`src/rtl/dbt_pkg.sv`:
```
// Shared types and helpers for the device bus timing controller.
// Assumes a 32-bit host word and device widths of 8, 16 or 32 bits.
package dbt_pkg;

    typedef enum logic [2:0] {
        ST_IDLE  = 3'd0,
        ST_READ  = 3'd1,
        ST_SETUP = 3'd2,
        ST_WACT  = 3'd3,
        ST_WGAP  = 3'd4
    } dbt_state_t;

    localparam logic [1:0] WID_8  = 2'd0;
    localparam logic [1:0] WID_16 = 2'd1;

    // Index of the last device cycle for a width code.
    function automatic logic [1:0] last_beat(input logic [1:0] w);
        case (w)
            WID_8:   return 2'd3;
            WID_16:  return 2'd1;
            default: return 2'd0;
        endcase
    endfunction

endpackage

```
`src/rtl/dbt_clamp.sv`:
```
// Raises timing settings to their legal minimum and flags the phases that
// ignore ready. Assumes the width code has already been latched.
module dbt_clamp #(
    parameter int PW = 4
) (
    input  logic [1:0]    width,
    input  logic [PW-1:0] cs2wr,
    input  logic [PW-1:0] first,
    input  logic [PW-1:0] next,
    input  logic [PW-1:0] wact,
    input  logic [PW-1:0] whigh,
    output logic [PW-1:0] cs2wr_eff,
    output logic [PW-1:0] first_eff,
    output logic [PW-1:0] gap_eff,
    output logic          ign_first,
    output logic          ign_next,
    output logic          ign_wact
);
    import dbt_pkg::*;

    localparam logic [PW-1:0] ONE = PW'(1);

    logic narrow;

    // Minimum values and ready-ignore flags.
    always_comb begin
        narrow    = (width == WID_8) || (width == WID_16);
        cs2wr_eff = (cs2wr < ONE) ? ONE : cs2wr;
        first_eff = (first < ONE) ? ONE : first;
        gap_eff   = (narrow && whigh < ONE) ? ONE : whigh;
        ign_first = (first <= ONE);
        ign_next  = (next == '0);
        ign_wact  = (wact == '0);
    end

endmodule

```
`src/rtl/dbt_lane.sv`:
```
// Places the current device cycle's slice of the host word on the device
// lanes and builds the read word one slice at a time.
// Assumes DW is 32 and the beat index is in range for the width.
module dbt_lane #(
    parameter int DW = 32
) (
    input  logic          clk,
    input  logic          rst_n,
    input  logic [1:0]    width,
    input  logic [1:0]    beat,
    input  logic [DW-1:0] wd,
    input  logic [DW-1:0] rdev,
    input  logic          cap_en,
    input  logic          clr,
    output logic [DW-1:0] dev_wdata,
    output logic [DW-1:0] rword
);
    import dbt_pkg::*;

    // Write slice for the current device cycle.
    always_comb begin
        case (width)
            WID_8:   dev_wdata = {{(DW-8){1'b0}}, wd[8*beat +: 8]};
            WID_16:  dev_wdata = {{(DW-16){1'b0}}, wd[16*beat[0] +: 16]};
            default: dev_wdata = wd;
        endcase
    end

    // Read word assembly.
    always_ff @(posedge clk) begin
        if (!rst_n || clr) begin
            rword <= '0;
        end else if (cap_en) begin
            case (width)
                WID_8:   rword[8*beat +: 8]       <= rdev[7:0];
                WID_16:  rword[16*beat[0] +: 16]  <= rdev[15:0];
                default: rword                    <= rdev;
            endcase
        end
    end

endmodule

```
`src/rtl/dbt_seq.sv`:
```
// Phase sequencer: walks through setup, strobe and gap phases and stretches
// the last cycle of a phase while ready is high, unless the phase ignores ready.
// Assumes the timing settings are stable while an access is in progress.
module dbt_seq #(
    parameter int PW = 4,
    parameter int DW = 32
) (
    input  logic          clk,
    input  logic          rst_n,
    input  logic          req_valid,
    input  logic          req_write,
    input  logic [1:0]    req_width,
    input  logic [DW-1:0] req_wdata,
    input  logic          ready_n,
    input  logic [PW-1:0] cs2wr_eff,
    input  logic [PW-1:0] first_eff,
    input  logic [PW-1:0] next,
    input  logic [PW-1:0] wact,
    input  logic [PW-1:0] gap_eff,
    input  logic          ign_first,
    input  logic          ign_next,
    input  logic          ign_wact,
    output logic [1:0]    width_q,
    output logic [DW-1:0] wd_q,
    output logic [1:0]    beat,
    output logic          cap_en,
    output logic          clr,
    output logic          cs_n,
    output logic          rd_n,
    output logic          wr_n,
    output logic          busy,
    output logic          done
);
    import dbt_pkg::*;

    localparam int CW = PW + 1;

    dbt_state_t    state;
    logic [CW-1:0] cnt;
    logic [CW-1:0] end_val;
    logic          ign;
    logic          at_end;
    logic          step;
    logic          last;

    // Last count and ready policy of the current phase.
    always_comb begin
        end_val = '0;
        ign     = 1'b1;
        case (state)
            ST_READ: begin
                end_val = (beat == 2'd0) ? CW'(first_eff) + CW'(1) : CW'(next) + CW'(1);
                ign     = (beat == 2'd0) ? ign_first : ign_next;
            end
            ST_SETUP: end_val = CW'(cs2wr_eff) + CW'(1);
            ST_WACT: begin
                end_val = CW'(wact) + CW'(1);
                ign     = ign_wact;
            end
            ST_WGAP: end_val = CW'(gap_eff) - CW'(1);
            default: ;
        endcase
        at_end = (cnt == end_val);
        step   = at_end && (ign || !ready_n);
        last   = (beat == last_beat(width_q));
        cap_en = (state == ST_READ) && step;
        clr    = (state == ST_IDLE) && req_valid;
        cs_n   = (state == ST_IDLE);
        busy   = (state != ST_IDLE);
        rd_n   = (state != ST_READ);
        wr_n   = (state != ST_WACT);
    end

    // State, phase counter and device cycle index.
    always_ff @(posedge clk) begin
        if (!rst_n) begin
            state   <= ST_IDLE;
            cnt     <= '0;
            beat    <= '0;
            done    <= 1'b0;
            width_q <= '0;
            wd_q    <= '0;
        end else begin
            done <= 1'b0;
            case (state)
                ST_IDLE: if (req_valid) begin
                    width_q <= req_width;
                    wd_q    <= req_wdata;
                    beat    <= '0;
                    cnt     <= '0;
                    state   <= req_write ? ST_SETUP : ST_READ;
                end
                ST_READ: begin
                    if (!at_end) begin
                        cnt <= cnt + CW'(1);
                    end else if (step) begin
                        cnt <= '0;
                        if (last) begin
                            state <= ST_IDLE;
                            done  <= 1'b1;
                        end else begin
                            beat <= beat + 2'd1;
                        end
                    end
                end
                ST_SETUP: begin
                    cnt <= at_end ? '0 : cnt + CW'(1);
                    if (at_end) state <= ST_WACT;
                end
                ST_WACT: begin
                    if (!at_end) begin
                        cnt <= cnt + CW'(1);
                    end else if (step) begin
                        cnt <= '0;
                        if (last) begin
                            state <= ST_IDLE;
                            done  <= 1'b1;
                        end else if (gap_eff == '0) begin
                            beat <= beat + 2'd1;
                        end else begin
                            state <= ST_WGAP;
                        end
                    end
                end
                ST_WGAP: begin
                    cnt <= at_end ? '0 : cnt + CW'(1);
                    if (at_end) begin
                        state <= ST_WACT;
                        beat  <= beat + 2'd1;
                    end
                end
                default: state <= ST_IDLE;
            endcase
        end
    end

endmodule

```
`src/rtl/dbt_ctrl.sv`:
```
// Top of the device bus timing controller: clamps the settings, sequences
// the strobes and steers the data lanes. Assumes the settings stay unchanged
// while host_busy is high.
module dbt_ctrl #(
    parameter int PW = 4,
    parameter int DW = 32
) (
    input  logic          clk,
    input  logic          rst_n,
    input  logic          req_valid,
    input  logic          req_write,
    input  logic [1:0]    req_width,
    input  logic [DW-1:0] req_wdata,
    input  logic [PW-1:0] t_cs2wr,
    input  logic [PW-1:0] t_first,
    input  logic [PW-1:0] t_next,
    input  logic [PW-1:0] t_wact,
    input  logic [PW-1:0] t_whigh,
    input  logic          dev_ready_n,
    input  logic [DW-1:0] dev_rdata,
    output logic          dev_cs_n,
    output logic          dev_rd_n,
    output logic          dev_wr_n,
    output logic [DW-1:0] dev_wdata,
    output logic [1:0]    dev_beat,
    output logic          host_busy,
    output logic          host_done,
    output logic [DW-1:0] host_rdata
);
    logic [1:0]    width_q;
    logic [DW-1:0] wd_q;
    logic [PW-1:0] cs2wr_eff, first_eff, gap_eff;
    logic          ign_first, ign_next, ign_wact;
    logic          cap_en, clr;

    dbt_clamp #(.PW(PW)) u_clamp (
        .width(width_q), .cs2wr(t_cs2wr), .first(t_first), .next(t_next),
        .wact(t_wact), .whigh(t_whigh), .cs2wr_eff(cs2wr_eff),
        .first_eff(first_eff), .gap_eff(gap_eff), .ign_first(ign_first),
        .ign_next(ign_next), .ign_wact(ign_wact)
    );

    dbt_seq #(.PW(PW), .DW(DW)) u_seq (
        .clk(clk), .rst_n(rst_n), .req_valid(req_valid), .req_write(req_write),
        .req_width(req_width), .req_wdata(req_wdata), .ready_n(dev_ready_n),
        .cs2wr_eff(cs2wr_eff), .first_eff(first_eff), .next(t_next),
        .wact(t_wact), .gap_eff(gap_eff), .ign_first(ign_first),
        .ign_next(ign_next), .ign_wact(ign_wact), .width_q(width_q),
        .wd_q(wd_q), .beat(dev_beat), .cap_en(cap_en), .clr(clr),
        .cs_n(dev_cs_n), .rd_n(dev_rd_n), .wr_n(dev_wr_n),
        .busy(host_busy), .done(host_done)
    );

    dbt_lane #(.DW(DW)) u_lane (
        .clk(clk), .rst_n(rst_n), .width(width_q), .beat(dev_beat),
        .wd(wd_q), .rdev(dev_rdata), .cap_en(cap_en), .clr(clr),
        .dev_wdata(dev_wdata), .rword(host_rdata)
    );

endmodule

```
`config.mk`:
```
export PLATFORM = sky130hd
export DESIGN_NAME = dbt_ctrl
export DESIGN_NICKNAME = d
export VERILOG_FILES = /design/src/rtl/dbt_pkg.sv /design/src/rtl/dbt_clamp.sv /design/src/rtl/dbt_lane.sv /design/src/rtl/dbt_seq.sv /design/src/rtl/dbt_ctrl.sv
export SDC_FILE = /design/constraint.sdc
export NUM_CORES = 1
export LEC_CHECK = 0
export BUFFER_PORTS_ARGS = -buffer_cell sky130_fd_sc_hd__buf_2
export CAP_MARGIN = 20
export CORE_ASPECT_RATIO = 0.8
export CORE_UTILIZATION = 50
export DETAILED_ROUTE_END_ITERATION = 16
export PLACE_DENSITY_LB_ADDON = 0.25
export REMOVE_ABC_BUFFERS = 1
export SYNTH_ARGS = -nofsm -noshare
export SYNTH_HDL_FRONTEND = slang
export SYNTH_SLANG_ARGS = --single-unit
```
`constraint.sdc`:
```
create_clock -name clk -period 4.3 [get_ports clk]
set_clock_uncertainty 0.1 [all_clocks]
set_input_delay 0.86 -clock clk [delete_from_list [all_inputs] [get_ports clk]]
set_output_delay 0.86 -clock clk [all_outputs]
set_load 0.01 [all_outputs]
```
==> run metrics <==
synth warn=0; Startpoint Class=flop; vias=5502; post-route ant nets=0; critical path's slowest cell=or4b_4; syn_area_per_cell=7.67 um2; Vias/cell=5.90; Routed WL per cell=16.5 um; most common cell after layout, fill and taps aside=buf_2; Worst Hold Depth=2; CP Capture Type=flop; CTS Hold Buffers Added=0; clock tree sinks=77; Post-Synthesis Cells=655; max cap viols=0; Buffers on Ports=161; width of the die=114 um; crit path max fanout=48; diode count=0; Synth async-reset ratio=0; PwrDens=452 nW/um2; number of synthesized flops with an enable pin=0; critical path arrival=4.09 ns; worst path cell trace=inv_1, ha_1, or4b_4, nand2_1, nand2_1, o21ai_0, ha_1, a31oi_1, xnor2_1, nor3_1, nand4b_4, nor4_4, buf_12, nor2_1, a211oi_1; Final #Nets=891; drt drc=0; leak pwr=2.66 nW; Slew @ Worst Pin=0.893 ns; Final Max Slew Viols=0; Synth area leader=dfxtp_1; final global-route overflow total=0; Peak Freq=0.253 GHz; Die ar.=10500 um2; final setup vio count=0; Die H=91.6 um; Fin. Hold Viols=0; Min Clock Period, post-route=3.95 ns; Worst-Skew Late Latency=0.33 ns; detailed placement HPWL=10600 um; Post CTS Setup Buffer Count=0; starting density of the core=0.518; R2R cell count=15; RSZ-0062 raised after global routing=no; count of cells resized by post-cts repair=0; footprint of the multi-input gates=3230 um2; Seq cells post-synth=77; Final period util=0.919; sequential cell area fraction in the yosys report=0.307; most frequent cells in the layout=buf_2 (161), nand2_1 (111), nor2_1 (79); antenna violations before repair=1; Total GRT Usage=0.290; top cells by area, synth=dfxtp_1 (31%), nand2_1 (8.3%), mux2i_1 (6.8%); Root Driver=clkbuf_16; standard-cell row count=32; Reg clk slew, reported paths=0.06 ns; first-pass GRT wire length=24400 um; Tot Pwr=2.81 mW; share of cells above drive strength 1=0.263; Cell Area, Synth=5020 um2; DRT iter0 DRCs=508; share of the synthesized area in the top cell type=0.307; Pre-Repair DR Iteration Count=7; critical path depth in cells=15; H-tree depth=3; routability cong.=0.855; register area=1540 um2; CTS Buffer Depth=2; total I/O pin count=162; Top delay family on crit path=simple AND/OR/NAND/NOR gates; core footprint=9690 um2; largest net degree at the start of global routing=84; Main synth FF type=dfxtp_1; maximum vdd drop=0.276 mV; Buf/Inv on CP=2; Num CTS Buffers=9; max_slew headroom=0.405; Distinct cells, synth=68; TritonCTS clock tree=built; Routed WL=15300 um; Worst Path Required=4.44 ns; Area Overhead vs Synth=23.7%; largest stage delay on the critical path=0.55 ns; number of global-route vias before repair=4979; FILL cells=845; total negative slack=0 ns; HP Class=flop to flop; status=finished clean; WS Path Type=flop to flop
[report_power, final]
group | switching, mW | internal, mW | total [mW]
sequential | 0.0770 | 0.793 | 0.870
clock | 0.306 | 0.511 | 0.817
combinational | 0.700 | 0.421 | 1.12
[flip-flops by register name (all words and copies together), names as in the netlist]
name           cells
u_seq.beat         2
u_seq.width_q      2
u_seq.done         1
u_seq.cnt          5
u_seq.state        3
u_lane.rword      32
u_seq.wd_q        32
[tightest hold or removal path: cells and delay by family (launching register included)]
kind / cells / cell delay, ns
AOI/OAI and AO/OA: 1 / 0.06
DFF: 1 / 0.31
and+or+nand+nor: 1 / 0.05
[cells in the mapped netlist (3+ instances only)]
cell type and n:
nand3_1 5, mux2i_1 34, inv_1 10, and4_1 3, nor2_1 80, a211oi_1 17, a21boi_0 35, a222oi_1 9
nand2_1 111, o21a_1 4, clkbuf_1 37, o21ai_0 33, xor2_1 4, a21oi_1 29, and3_1 5, mux2_2 3
nor3_1 8, a22oi_1 34, nor4_1 4, dfxtp_1 77, and2_1 17, o211ai_1 6, nand2b_1 4, a221o_1 5
ha_1 9, or4_1 4, a21o_1 6, a31oi_1 3, nor2b_1 5, buf_2 7
[routing by layer]
layer	wire length, um	track usage	vias to the layer above
li1	-	-	2643
met1	6660	0.389	2592
met2	7040	0.453	245
met3	1460	0.0826	20
met4	165	0.0833	2
met5	16	0	-
[layout make-up]
class / instances / area share
multi-input combinational: 519 / 0.520
sequential: 77 / 0.248
timing repair buffer: 174 / 0.147
clock buffer: 11 / 0.0375
tap: 136 / 0.0274
clock inverter: 5 / 0.0135
inverter: 10 / 0.00604
[per-stage QoR]
stage,utilization,setup slack [ns],cell area (um2),std cells,hold WS [ns]
3_3_place_gp,0.609,0.374,5900,916,0.352
5_1_grt,0.641,0.142,6210,932,0.400
2_1_floorplan,-,-0.897,4810,606,0.344
6_report,0.641,0.349,6210,932,0.366
3_5_place_dp,0.609,0.329,5900,916,0.358
4_1_cts,0.641,0.344,6210,932,0.367
[cell families after synthesis]
kind of cell / Yosys count / share of synthesized area
buf+inv: 59 / 0.0503
simple gates: 264 / 0.246
xor+xnor: 6 / 0.0105
compound gates: 202 / 0.286
flops: 77 / 0.307
mux: 38 / 0.0772
fa+ha+maj: 9 / 0.0224
[path summary, 6_finish.rpt]
check,start,to,slack (ns)
min,u_seq.wd_q[5],u_seq.wd_q[5],0.37
min reg2reg,u_seq.wd_q[5],u_seq.wd_q[5],0.37
max reg2reg,u_seq.beat[1],u_lane.rword[13],0.35
max,u_seq.beat[1],u_lane.rword[13],0.35
Note: power is estimated with default switching activity, not from simulation.
